$ cat config.mk
export PLATFORM = sky130hd
export DESIGN_NAME = tpc_window_ctrl
export DESIGN_NICKNAME = d
export VERILOG_FILES = /design/src/rtl/tpc_pkg.sv /design/src/rtl/tpc_window_ctrl.sv
export SDC_FILE = /design/constraint.sdc
export NUM_CORES = 1
export LEC_CHECK = 0
export ABC_CLOCK_PERIOD_IN_PS = 3800
export BUFFER_PORTS_ARGS = -buffer_cell sky130_fd_sc_hd__buf_2
export CAP_MARGIN = 20
export CORE_AREA = 3 3 40 42
export DETAILED_ROUTE_END_ITERATION = 6
export DIE_AREA = 0 0 43 45
export MAX_ROUTING_LAYER = met4
export PLACE_DENSITY = 0.57
export SLEW_MARGIN = 20
export SYNTH_ARGS = -nofsm -noshare
export SYNTH_HDL_FRONTEND = slang
export SYNTH_SLANG_ARGS = --single-unit
$ cat constraint.sdc
create_clock -name clk -period 3.8 [get_ports clk]
set_input_delay 0.19 -clock clk [delete_from_list [all_inputs] [get_ports clk]]
set_output_delay 0.19 -clock clk [all_outputs]
set_load 0.03 [all_outputs]
$ cat src/rtl/tpc_pkg.sv
package tpc_pkg;

    typedef enum logic [1:0] {
        MODE_OFF  = 2'b00,
        MODE_RSV  = 2'b01,
        MODE_MID  = 2'b10,
        MODE_HIGH = 2'b11
    } mode_e;

    typedef enum logic [1:0] {
        COV_NONE = 2'd0,
        COV_DATA = 2'd1,
        COV_FULL = 2'd2
    } cover_e;

    typedef enum logic [1:0] {
        ST_CHECK    = 2'd0,
        ST_HOLD     = 2'd1,
        ST_SELFTEST = 2'd2
    } win_state_e;

endpackage

$ cat src/rtl/tpc_window_ctrl.sv
module tpc_window_ctrl
    import tpc_pkg::*;
#(
    parameter int WINDOW_LEN = 15,
    localparam int CNT_W = $clog2(WINDOW_LEN + 1)
) (
    input  logic clk,
    input  logic rst_n,
    input  logic char_valid,
    input  logic sync_req,
    input  logic selftest,
    output logic check_en
);

    localparam logic [CNT_W-1:0] LOAD_C = CNT_W'(WINDOW_LEN);
    localparam logic [CNT_W-1:0] LAST_C = CNT_W'(1);

    win_state_e       st_q, st_d;
    logic [CNT_W-1:0] cnt_q, cnt_d;

    // state register
    always_ff @(posedge clk or negedge rst_n) begin
        if (!rst_n) begin
            st_q  <= ST_CHECK;
            cnt_q <= '0;
        end else begin
            st_q  <= st_d;
            cnt_q <= cnt_d;
        end
    end

    // next state
    always_comb begin
        st_d  = st_q;
        cnt_d = cnt_q;
        if (selftest) begin
            st_d  = ST_SELFTEST;
            cnt_d = '0;
        end else begin
            unique case (st_q)
                ST_CHECK, ST_SELFTEST: begin
                    st_d = ST_CHECK;
                    if (char_valid && sync_req) begin
                        st_d  = ST_HOLD;
                        cnt_d = LOAD_C;
                    end
                end
                ST_HOLD: begin
                    if (char_valid) begin
                        if (sync_req) begin
                            cnt_d = LOAD_C;
                        end else if (cnt_q == LAST_C) begin
                            cnt_d = '0;
                            st_d  = ST_CHECK;
                        end else begin
                            cnt_d = cnt_q - LAST_C;
                        end
                    end
                end
                default: begin
                    st_d  = ST_CHECK;
                    cnt_d = '0;
                end
            endcase
        end
    end

    // outputs
    always_comb begin
        unique case (st_q)
            ST_CHECK, ST_SELFTEST: check_en = !selftest;
            ST_HOLD:               check_en = 1'b0;
            default:               check_en = 1'b0;
        endcase
    end

endmodule

Word-level counts from Yosys, hierarchy flattened
Cells that the tools add are included.
Storage, ports and cells
  bits in registers: 6
  bits of input ports: 5
  output and inout bits: 1
  word-level logic and storage cells: 29
Operators by class
  $add $sub $neg: 1
  equal/unequal tests: 7
  mux-type cells: 13
  reduce and logical (&&, ||, !) cells: 6
Operator list (number)
  2-to-1 mux 4 bit: 5
  != test 3 bit, second input constant: 4
  2-to-1 mux 2 bit: 4
  case mux 4 bit (2 select lines): 1
  equality test 4 x 1 -> 1 bit, second input constant: 1
  case mux 2 bit (2 select lines): 1
  subtractor 4 x 1 -> 4 bit, second input constant: 1
  AND reduction 3 bit: 1
  equality test 2 x 1 -> 1 bit, second input constant: 1
  equality test 2 bit, second input constant: 1
  logical NOT 2 bit: 1
  2-to-1 mux 1 bit: 2
  AND reduction 2 bit: 1
  OR reduction 2 bit: 1
  logical AND 1 bit: 1
  logical NOT 1 bit: 1

Longest topological paths before layout
Gate-level depths: netlist of run 1.
  depth after elaboration: 6
  gate-level depth with buffers: 5
  depth with buffers taken out: 5

Worst setup path after synthesis of run 1
Ideal clock, no wire load.
  path type: register to register
  from: register cnt_q[0]
  to: register st_q[0]
  library setup time: 0.122 ns
  arrival: 1.171 ns
  slack: 2.508 ns
  cell stages (with the launch flop): 5
  buffers on the path: 0
  clock period less this slack: 1.292 ns
  cell sequence: dfrtp_1 > ha_1 > nor3b_1 > and3b_1 > a2111oi_1
On the way
  longest elaborated chain between the ends: 3
Ends and longest elaborated chain
  start: declaration: RTL line tpc_window_ctrl.sv:19  | logic [CNT_W-1:0] cnt_q, cnt_d;
  start signal: assignment: RTL line tpc_window_ctrl.sv:28  | cnt_q <= cnt_d;
  equality test 4 x 1 -> 1 bit: RTL line tpc_window_ctrl.sv:52  | end else if (cnt_q == LAST_C) begin
  != test 3 bit (no line)
  AND reduction 3 bit (no line)
  end signal: assignment: RTL line tpc_window_ctrl.sv:27  | st_q <= st_d;
  end: declaration: RTL line tpc_window_ctrl.sv:18  | win_state_e st_q, st_d;
Every way passes these cells.
A chain may end at the register's enable or synchronous reset.

Final worst setup path of run 1
Ends and elaborated chain as after synthesis.

==> results of run 1 <==
[power by group through the flow]
stage	registers [mW]	clock network, mW	logic, mW
floorplan	0.0746	0	0.0232
global placement	0.0762	0	0.0328
detailed placement	0.0761	0	0.0321
CTS	0.0751	0.0610	0.0331
global route	0.0761	0.0634	0.0376
finish	0.0753	0.0587	0.0328
[worst max-delay path, stage by stage (launching register included)]
cell,delay (ns)
sky130_fd_sc_hd__dfrtp_1,0.41
sky130_fd_sc_hd__ha_1,0.23
sky130_fd_sc_hd__nor3b_1,0.14
sky130_fd_sc_hd__and3b_1,0.16
sky130_fd_sc_hd__a2111oi_1,0.30
[flip-flops by register name (all words and copies together), names as in the netlist]
name	count
st_q	2
cnt_q	4
[per-layer routing]
metal,GRT usage (%),vias to the layer above,share of wire [%]
li1,-,172,-
met1,12.8,162,56
met2,11.7,6,39
met3,1.99,0,4.5
met4,7.23,0,0
met5,-,-,0
[stage by stage]
stage	instance area, sq um	hold slack (ns)	util [%]	instances	setup WS (ns)
6_report	462	0.122	35.9	65	2.42
2_1_floorplan	389	-0.106	-	42	2.51
3_5_place_dp	429	0.0232	33.4	61	2.42
5_1_grt	462	0.118	35.9	65	2.30
4_1_cts	462	0.112	35.9	65	2.40
3_3_place_gp	429	0.0216	33.4	61	2.48
[cell usage after synthesis (all sizes together)]
cell type / count
nor2b: 4
nor2: 2
ha: 2
o21a: 2
clkbuf: 1
inv: 5
o211ai: 2
and3b: 1
o31a: 1
o2111ai: 2
nand2b: 1
nor3b: 1
dfrtp: 6
a22o: 2
a2111oi: 1
o21ai: 3
nand3: 1
a31oi: 1
nand2: 1
a21oi: 2
or3: 1
[cell type report]
class	instances	area share, %
sequential	6	32.5
clock buffer	3	4.88
inverter	5	4.07
multi-input combinational	30	46.9
timing repair buffer	6	7.59
tap	15	4.07
[what timing repair did]
action / in CTS / in global routing
buffers inserted: 0 / 0
hold buffers: 1 / 0
endpoints found under the hold margin: 6 / 0
[cell families (layout without fill, tap and decap cells)]
logic type      Yosys count  in the layout  synth area share (%)
fa+ha+maj                 2              2                  6.43
flops                     6              6                  38.6
compound gates           16             16                  31.2
simple gates             12             12                  18.0
buf+inv                   6             14                  5.79
[worst max path at each step]
stage              from      end  cells after the start  slack (ns)
6_report       cnt_q[0]  st_q[0]                      4        2.42
5_1_grt        cnt_q[0]  st_q[0]                      4        2.30
4_1_cts        cnt_q[0]  st_q[0]                      4        2.40
3_3_place_gp   cnt_q[0]  st_q[0]                      4        2.48
2_1_floorplan  cnt_q[0]  st_q[0]                      4        2.51
3_5_place_dp   cnt_q[0]  st_q[0]                      4        2.42
==> results.sh, run 1 <==
export IMPL_cts_max_level=1
export IMPL_netlist_area_pre_place_sq_um=389
export IMPL_timing_worst_slew_pin_value_ns=0.302
export IMPL_syn_to_final_growth_pct=18.6
export IMPL_grt_setup_unrepaired="no"
export IMPL_wl_microns=754
export IMPL_floorplan_die_width_microns=43
export IMPL_detail_route_antenna_nets=0
export IMPL_avgSynthCellArea_sq_um=9.26
export IMPL_grt_overflow=0
export IMPL_path_max_fanout=5
export IMPL_wire_length_of_the_first_global_routing_pass_microns=1270
export IMPL_cts_tree="yes"
export IMPL_first_global_vias=289
export IMPL_internal_power_mw=0.120
export IMPL_synth_area_leader_cell="sky130_fd_sc_hd__dfrtp_1"
export IMPL_routed_via_count=340
export IMPL_syn_nets=49
export IMPL_run_status="completed"
export IMPL_crit_share_post_route_pct=36.3
export IMPL_design_power_total_mw=0.167
export IMPL_dp_hpwl_microns=605
export IMPL_setup_viol=0
export IMPL_max_slew_violations=0
export IMPL_cts_resized=0
export IMPL_clock_insertion_delay_worst_skew_ns=0.24
export IMPL_cts_root_buffer_cell="sky130_fd_sc_hd__clkbuf_4"
export IMPL_yosysWarnings=0
export IMPL_drc=0
export IMPL_leakage_nw=0.204
export IMPL_hold_start="selftest"
export IMPL_final_common_cell="sky130_fd_sc_hd__dfrtp_1"
export IMPL_worst_r2r_cell_count=4
export IMPL_synth_cell_types=23
export IMPL_netlist_top_cells_area="sky130_fd_sc_hd__dfrtp_1 (39%), sky130_fd_sc_hd__ha_1 (6.4%), sky130_fd_sc_hd__nor2b_1 (6.4%)"
export IMPL_cp_start_kind="flip-flop"
export IMPL_slew_headroom_pct=79.8
export IMPL_regArea_sq_um=150
export IMPL_nNetsFinal=59
export IMPL_count_of_maximum_capacitance_violations=0
export IMPL_clk_pin_slew_worst_paths_ns=0.05
export IMPL_setup_reg_to_reg_worst_slack_ns=2.42
export IMPL_insertedDiodeCount=0
export IMPL_drt_pre_antenna_iters=3
export IMPL_final_cell_mix="sky130_fd_sc_hd__dfrtp_1 (6), sky130_fd_sc_hd__inv_1 (5), sky130_fd_sc_hd__buf_2 (5)"
export IMPL_worst_hold_path_num_cells=1
export IMPL_grtUsageTotal_pct=9.33
export IMPL_pwr_density_cell_mw_per_mm2=361
export IMPL_synth_seq_area_share_pct=38.6
export IMPL_timing_rr_end="st_q[0]"
export IMPL_synth_top_cell_area_share_pct=38.6
export IMPL_worstPathRequired_ns=3.91
export IMPL_fillCellCount=129
export IMPL_timing_setup_tns_ns=0
export IMPL_viasPerCell=5.23
export IMPL_power_sequential_fraction_pct=45.2
export IMPL_yosys_register_bits=6
export IMPL_cp_data_arrival_time_ns=1.49
export IMPL_drt_iter0_markers=2
export IMPL_post_drt_wl_per_cell_microns=11.6
export IMPL_end_kind="flip-flop"
export IMPL_grt_max_degree=8
export IMPL_die_h_microns=45
export IMPL_pwr_share_clk_pct=35.2
export IMPL_gp_congestion=0.831
export IMPL_power_ir_vdd_worst_v=0.000158
export IMPL_synthesis_instances=42
export IMPL_numCtsBuffers=3
export IMPL_io_pin_count=6
export IMPL_area_of_the_core_region_sq_mm=0.00128
export IMPL_clk_path_buf_depth=2
export IMPL_rows=13
export IMPL_drive_above_1_share_pct=20.0
export IMPL_hold_path_endpoint="st_q[1]"
export IMPL_period_needed_ns=1.38
export IMPL_p_switching_mw=0.0468
export IMPL_place_port_buffers=5
export IMPL_power_share_combinational_pct=19.7
export IMPL_hold_viol=0
export IMPL_multi_input_comb_area_sq_um=216
export IMPL_clock_skew_final_ns=0.00881
export IMPL_critical_path_reg2reg_startpoint="cnt_q[0]"
export IMPL_switching_share_pct=28.1
export IMPL_antenna_found_initial=0
export IMPL_path_class="reg -> reg"
export IMPL_floorplan_die_area_sq_mm=0.00194
export IMPL_timing_fmax_mhz=725
export IMPL_start_util_pct=30.3
export IMPL_worst_hold_path_type="in -> reg"
export IMPL_cts_sink_count=6
Power figures use the tool's default switching activity.
==> run 2, diff against run 1 <==
Settings changed: ABC_CLOCK_PERIOD_IN_PS 3800 to 1100, PLACE_DENSITY 0.57 to 0.58.
Clock period 3.8 ns to 1.1 ns, I/O delays scaled along.
==> run 2 against run 1 <==
Sequential share of layout area down 6.8 points; via count rose by 9.7%; largest power group unchanged; global-route usage up 2.2 points; the run now ends with setup timing left; count of clock-buffer cells in the layout unchanged; largest cell class unchanged; critical path type unchanged.
==> results.sh, run 2 (synthesized netlist as in run 1, its figures left out) <==
export IMPL_pwr_density_cell_mw_per_mm2=1090
export IMPL_detail_route_antenna_nets=0
export IMPL_period_needed_ns=1.27
export IMPL_wl_microns=896
export IMPL_cp_start_kind="flip-flop"
export IMPL_leakage_nw=0.251
export IMPL_top_registers="cnt_q x4, st_q x2"
export IMPL_insertedDiodeCount=0
export IMPL_critical_path_reg2reg_startpoint="cnt_q[1]"
export IMPL_cts_max_level=1
export IMPL_antenna_found_initial=0
export IMPL_path_class="reg -> reg"
export IMPL_place_port_buffers=5
export IMPL_hold_path_endpoint="st_q[0]"
export IMPL_grtUsageTotal_pct=11.5
export IMPL_worstPathRequired_ns=1.26
export IMPL_end_kind="flip-flop"
export IMPL_failed_checks="setup timing"
export IMPL_grt_setup_unrepaired="yes"
export IMPL_fillCellCount=127
export IMPL_timing_hold_ws_ns=0.0545
export IMPL_largest_reg_flops=4
export IMPL_final_cell_mix="sky130_fd_sc_hd__buf_4 (8), sky130_fd_sc_hd__dfrtp_1 (5), sky130_fd_sc_hd__inv_1 (4), sky130_fd_sc_hd__buf_2 (4)"
export IMPL_clk_path_buf_depth=2
export IMPL_syn_to_final_growth_pct=51.1
export IMPL_final_common_cell="sky130_fd_sc_hd__buf_4"
export IMPL_nNetsFinal=68
export IMPL_clk_pin_slew_worst_paths_ns=0.04
export IMPL_cts_setup_buffers=0
export IMPL_grt_overflow=0
export IMPL_crit_share_post_route_pct=116
export IMPL_setup_reg_to_reg_worst_slack_ns=-0.17
export IMPL_rows=13
export IMPL_gp_congestion=0.822
export IMPL_worst_hold_path_num_cells=2
export IMPL_timing_fmax_mhz=786
export IMPL_start_util_pct=30.3
export IMPL_drc=0
export IMPL_dp_hpwl_microns=694
export IMPL_floorplan_die_width_microns=43
export IMPL_postLayoutSetupSlackWorst_ns=-0.173
export IMPL_cts_sink_count=6
export IMPL_count_of_maximum_capacitance_violations=0
export IMPL_slew_headroom_pct=82.5
export IMPL_hold_start="selftest"
export IMPL_drt_iter0_markers=7
export IMPL_cp_data_arrival_time_ns=1.43
export IMPL_power_ir_vdd_worst_v=0.000670
export IMPL_io_pin_count=6
export IMPL_worst_r2r_cell_count=3
export IMPL_wire_length_of_the_first_global_routing_pass_microns=1570
export IMPL_hold_viol=0
export IMPL_post_drt_wl_per_cell_microns=12.1
export IMPL_max_slew_violations=0
export IMPL_run_status="finished, violations left"
export IMPL_cts_root_buffer_cell="sky130_fd_sc_hd__clkbuf_4"
export IMPL_clock_skew_final_ns=0.000764
export IMPL_timing_worst_slew_pin_value_ns=0.262
export IMPL_regMostFlops="cnt_q"
export IMPL_clock_insertion_delay_worst_skew_ns=0.24
export IMPL_first_global_vias=372
export IMPL_die_h_microns=45
export IMPL_routed_via_count=373
export IMPL_cts_tree="yes"
export IMPL_setup_viol=6
export IMPL_design_power_total_mw=0.639
export IMPL_layout_core_utilization_pct=45.8
export IMPL_drive_above_1_share_pct=47.5
export IMPL_grt_max_degree=7
export IMPL_layoutNonFillerInstCount=74
export IMPL_timing_rr_end="cnt_q[3]"
export IMPL_area_of_the_core_region_sq_mm=0.00128
export IMPL_dpl_cell_count=69
export IMPL_numCtsBuffers=3
export IMPL_viasPerCell=5.04
export IMPL_drt_pre_antenna_iters=3
export IMPL_floorplan_die_area_sq_mm=0.00194
export IMPL_worst_hold_path_type="in -> reg"
export IMPL_path_max_fanout=3
run 2: changes by cell type in the layout (fill, tap and decap cells not counted), moves of 2 or more:
cell,delta
sky130_fd_sc_hd__ha_1,-2
sky130_fd_sc_hd__o21ai_0,-3
sky130_fd_sc_hd__o21ai_1,+3
sky130_fd_sc_hd__buf_4,+8
run 2: how the worst max path moves through the flow:
stage          cells after the start  endpoint     start
2_1_floorplan                      3  cnt_q[3]  cnt_q[2]
3_3_place_gp                       3  cnt_q[3]  cnt_q[1]
3_5_place_dp                       3  cnt_q[3]  cnt_q[1]
4_1_cts                            3  cnt_q[3]  cnt_q[1]
5_1_grt                            4   st_q[0]  cnt_q[0]
6_report                           3  cnt_q[3]  cnt_q[1]
run 2: report_power, final:
part	internal, mW	total, mW	switching [mW]
Combinational	0.0985	0.183	0.0847
Sequential	0.240	0.265	0.0245
Clock	0.123	0.191	0.0682
run 2: final cells by class:
cell class,instances,area [sq um],area share [%]
Clock buffer,3,22.5,3.83
Inverter,5,18.8,3.19
Tap cell,15,18.8,3.19
Timing Repair Buffer,15,111,18.9
Multi-Input combinational cell,30,265,45.1
Sequential cell,6,151,25.7
run 2: metal layers:
| layer | share of wire [%] | up-vias | track usage, % |
|---|---|---|---|
| met5 | 0 | - | - |
| met4 | 2.5 | 0 | 8.43 |
| met3 | 2.0 | 2 | 0 |
| met2 | 46 | 6 | 17.7 |
| met1 | 50 | 173 | 14.8 |
| li1 | - | 192 | - |
run 2: critical path: stages, from the launching register on:
cell and delay (ns):
sky130_fd_sc_hd__dfrtp_1 0.39, sky130_fd_sc_hd__or3_4 0.40, sky130_fd_sc_hd__o31a_1 0.25, sky130_fd_sc_hd__o211ai_2 0.15
run 2: what timing repair did:
| item | CTS | global route |
|---|---|---|
| gates cloned | 0 | 0 |
| endpoints found under the setup margin | 6 | 6 |
| endpoints found under the hold margin | 7 | 0 |
| pin swaps | 0 | 1 |
| gates resized for setup | 6 | 7 |
| hold buffers | 2 | 0 |
run 2: stage by stage:
step	instance area, sq um	TNS (ns)	setup slack (ns)
after floorplan	402	-0.218	-0.0891
after global placement	502	-0.557	-0.166
after detailed placement	502	-0.587	-0.159
after CTS	562	-0.642	-0.162
after global routing	588	-0.986	-0.215
final	588	-0.583	-0.173
==> run 3, diff against run 2 <==
Settings changed: CORE_AREA 3 3 40 42 to 2 2 39 41, DIE_AREA 0 0 43 45 to 0 0 41 43, SLEW_MARGIN 20 to default.
==> run 3 against run 2 <==
The run still ends with setup timing left; via count down 3.2%; clock power is 3% higher; critical path type unchanged; die area down 8.9%; count of clock-buffer cells in the layout did not move; largest power group unchanged; utilization is 3.4 points lower; sequential share of layout area rose by 0.11 points; critical path depth is the same; combinational power shrank 2%; clock skew is 0.0054 ns higher; maximum frequency up 1.2%.
==> results.sh, run 3 (synthesized netlist as in run 1, its figures left out) <==
export IMPL_post_drt_wl_per_cell_microns=11.9
export IMPL_floorplan_die_area_sq_mm=0.00176
export IMPL_final_common_cell="sky130_fd_sc_hd__buf_4"
export IMPL_timing_setup_tns_ns=-0.533
export IMPL_cp_depth=3
export IMPL_drc=0
export IMPL_count_of_maximum_capacitance_violations=0
export IMPL_setup_reg_to_reg_worst_slack_ns=-0.16
export IMPL_cts_root_buffer_cell="sky130_fd_sc_hd__clkbuf_4"
export IMPL_worstPathRequired_ns=1.26
export IMPL_detailed_place_area_sq_um=480
export IMPL_max_slew_violations=0
export IMPL_top_registers="cnt_q x4, st_q x2"
export IMPL_cts_max_level=1
export IMPL_start_util_pct=28.1
export IMPL_cts_sink_count=6
export IMPL_rows=14
export IMPL_floorplan_die_width_microns=41
export IMPL_end_kind="flip-flop"
export IMPL_cp_data_arrival_time_ns=1.42
export IMPL_leakage_nw=0.249
export IMPL_grt_setup_unrepaired="yes"
export IMPL_pwr_density_cell_mw_per_mm2=1090
export IMPL_clk_path_buf_depth=2
export IMPL_timing_hold_ws_ns=0.0350
export IMPL_routed_wl_met2_microns=444
export IMPL_slowest_stage="sky130_fd_sc_hd__or3_4"
export IMPL_layout_core_utilization_pct=42.3
export IMPL_worst_hold_path_num_cells=2
export IMPL_clock_insertion_delay_worst_skew_ns=0.24
export IMPL_design_power_total_mw=0.641
export IMPL_crit_share_post_route_pct=114
export IMPL_clock_skew_final_ns=0.00621
export IMPL_hold_viol=0
export IMPL_critical_path_reg2reg_startpoint="cnt_q[1]"
export IMPL_timing_worst_slew_pin_value_ns=0.251
export IMPL_cp_start_kind="flip-flop"
export IMPL_postLayoutSetupSlackWorst_ns=-0.158
export IMPL_wire_length_of_the_first_global_routing_pass_microns=1560
export IMPL_drive_above_1_share_pct=50.0
export IMPL_top_layer_used="met3"
export IMPL_final_cell_mix="sky130_fd_sc_hd__buf_4 (8), sky130_fd_sc_hd__dfrtp_1 (5), sky130_fd_sc_hd__inv_1 (4), sky130_fd_sc_hd__buf_2 (4), sky130_fd_sc_hd__clkbuf_4 (3)"
export IMPL_dp_hpwl_microns=666
export IMPL_cells_along_the_critical_path="or3_4 > o31a_1 > o211ai_2"
export IMPL_cts_tree="yes"
export IMPL_setup_viol=6
export IMPL_path_class="reg -> reg"
export IMPL_route_layer_met1_wl_microns=413
export IMPL_syn_to_final_growth_pct=50.5
export IMPL_path_max_fanout=3
export IMPL_viasPerCell=4.88
export IMPL_timing_rr_end="cnt_q[3]"
export IMPL_wl_microns=883
export IMPL_hold_path_endpoint="st_q[0]"
export IMPL_antenna_found_initial=0
export IMPL_nNetsFinal=67
export IMPL_path_buf_inv=0
export IMPL_numCtsBuffers=3
export IMPL_insertedDiodeCount=0
export IMPL_wl_met3_microns=24
export IMPL_stdcell_area_sq_um=586
export IMPL_dpl_cell_count=67
export IMPL_grtUsageTotal_pct=13.5
export IMPL_slew_headroom_pct=83.2
export IMPL_gp_congestion=0.717
export IMPL_worst_hold_path_type="in -> reg"
export IMPL_die_h_microns=43
export IMPL_worst_r2r_cell_count=3
export IMPL_power_ir_vdd_worst_v=0.000495
export IMPL_area_of_the_core_region_sq_mm=0.00138
export IMPL_largest_reg_flops=4
export IMPL_first_global_vias=373
export IMPL_hold_start="selftest"
export IMPL_critical_path_top_delay_family="simple AND/OR/NAND/NOR gates"
export IMPL_routed_via_count=361
export IMPL_timing_fmax_mhz=795
export IMPL_detail_route_antenna_nets=0
export IMPL_failed_checks="setup timing"
export IMPL_layoutNonFillerInstCount=74
export IMPL_io_pin_count=6
export IMPL_slowest_delay_ns=0.40
export IMPL_grt_max_degree=7
export IMPL_drt_pre_antenna_iters=3
export IMPL_regMostFlops="cnt_q"
export IMPL_grt_overflow=0
export IMPL_run_status="finished, violations left"
export IMPL_period_needed_ns=1.26
export IMPL_place_port_buffers=5
export IMPL_place_ws_ns=-0.147
export IMPL_drt_iter0_markers=3
export IMPL_clk_pin_slew_worst_paths_ns=0.05
[run 3: cell count changes in the layout (fill, tap and decap cells not counted)]
cell / delta
sky130_fd_sc_hd__nor2b_2: +1
sky130_fd_sc_hd__nor2b_4: +1
sky130_fd_sc_hd__o21ai_2: +1
sky130_fd_sc_hd__o2111ai_1: +1
sky130_fd_sc_hd__o21ai_1: -1
sky130_fd_sc_hd__nor2b_1: -2
sky130_fd_sc_hd__o2111ai_2: -1
sky130_fd_sc_hd__buf_6: -1
[run 3: layer usage]
metal,GRT usage (%),vias to the layer above
met2,18.1,3
met3,4.71,0
met4,4.00,0
met5,-,-
li1,-,188
met1,18.9,170
[run 3: final cells by class]
type                       instances  area [sq um]
clock buffer                       3          22.5
fill                             136           798
inverter                           5          18.8
multi-input combinational         30           273
sequential                         6           151
tap                               16          20.0
timing repair buffer              14           100
[run 3: worst max-delay path by stage]
stage	from	endpoint	slack [ns]
after detailed placement	cnt_q[1]	cnt_q[3]	-0.15
final	cnt_q[1]	cnt_q[3]	-0.16
after floorplan	cnt_q[2]	cnt_q[3]	-0.09
after CTS	cnt_q[1]	cnt_q[3]	-0.15
after global routing	cnt_q[1]	cnt_q[3]	-0.19
after global placement	cnt_q[1]	cnt_q[3]	-0.18
[run 3: what timing repair did]
action	in CTS	in global routing
setup buffers	1	1
gates resized for setup	5	10
gates cloned	0	0
hold endpoints to repair	7	0
pin swaps	1	0
setup endpoints to repair	5	6
hold buffers	2	0
[run 3: power breakdown]
part / switching (mW) / leakage [nW] / total, mW / internal (mW)
registers: 0.0252 / 0.0767 / 0.265 / 0.240
logic: 0.0826 / 0.158 / 0.179 / 0.0968
clock network: 0.0735 / 0.0138 / 0.197 / 0.123
total: 0.181 / 0.249 / 0.641 / 0.460
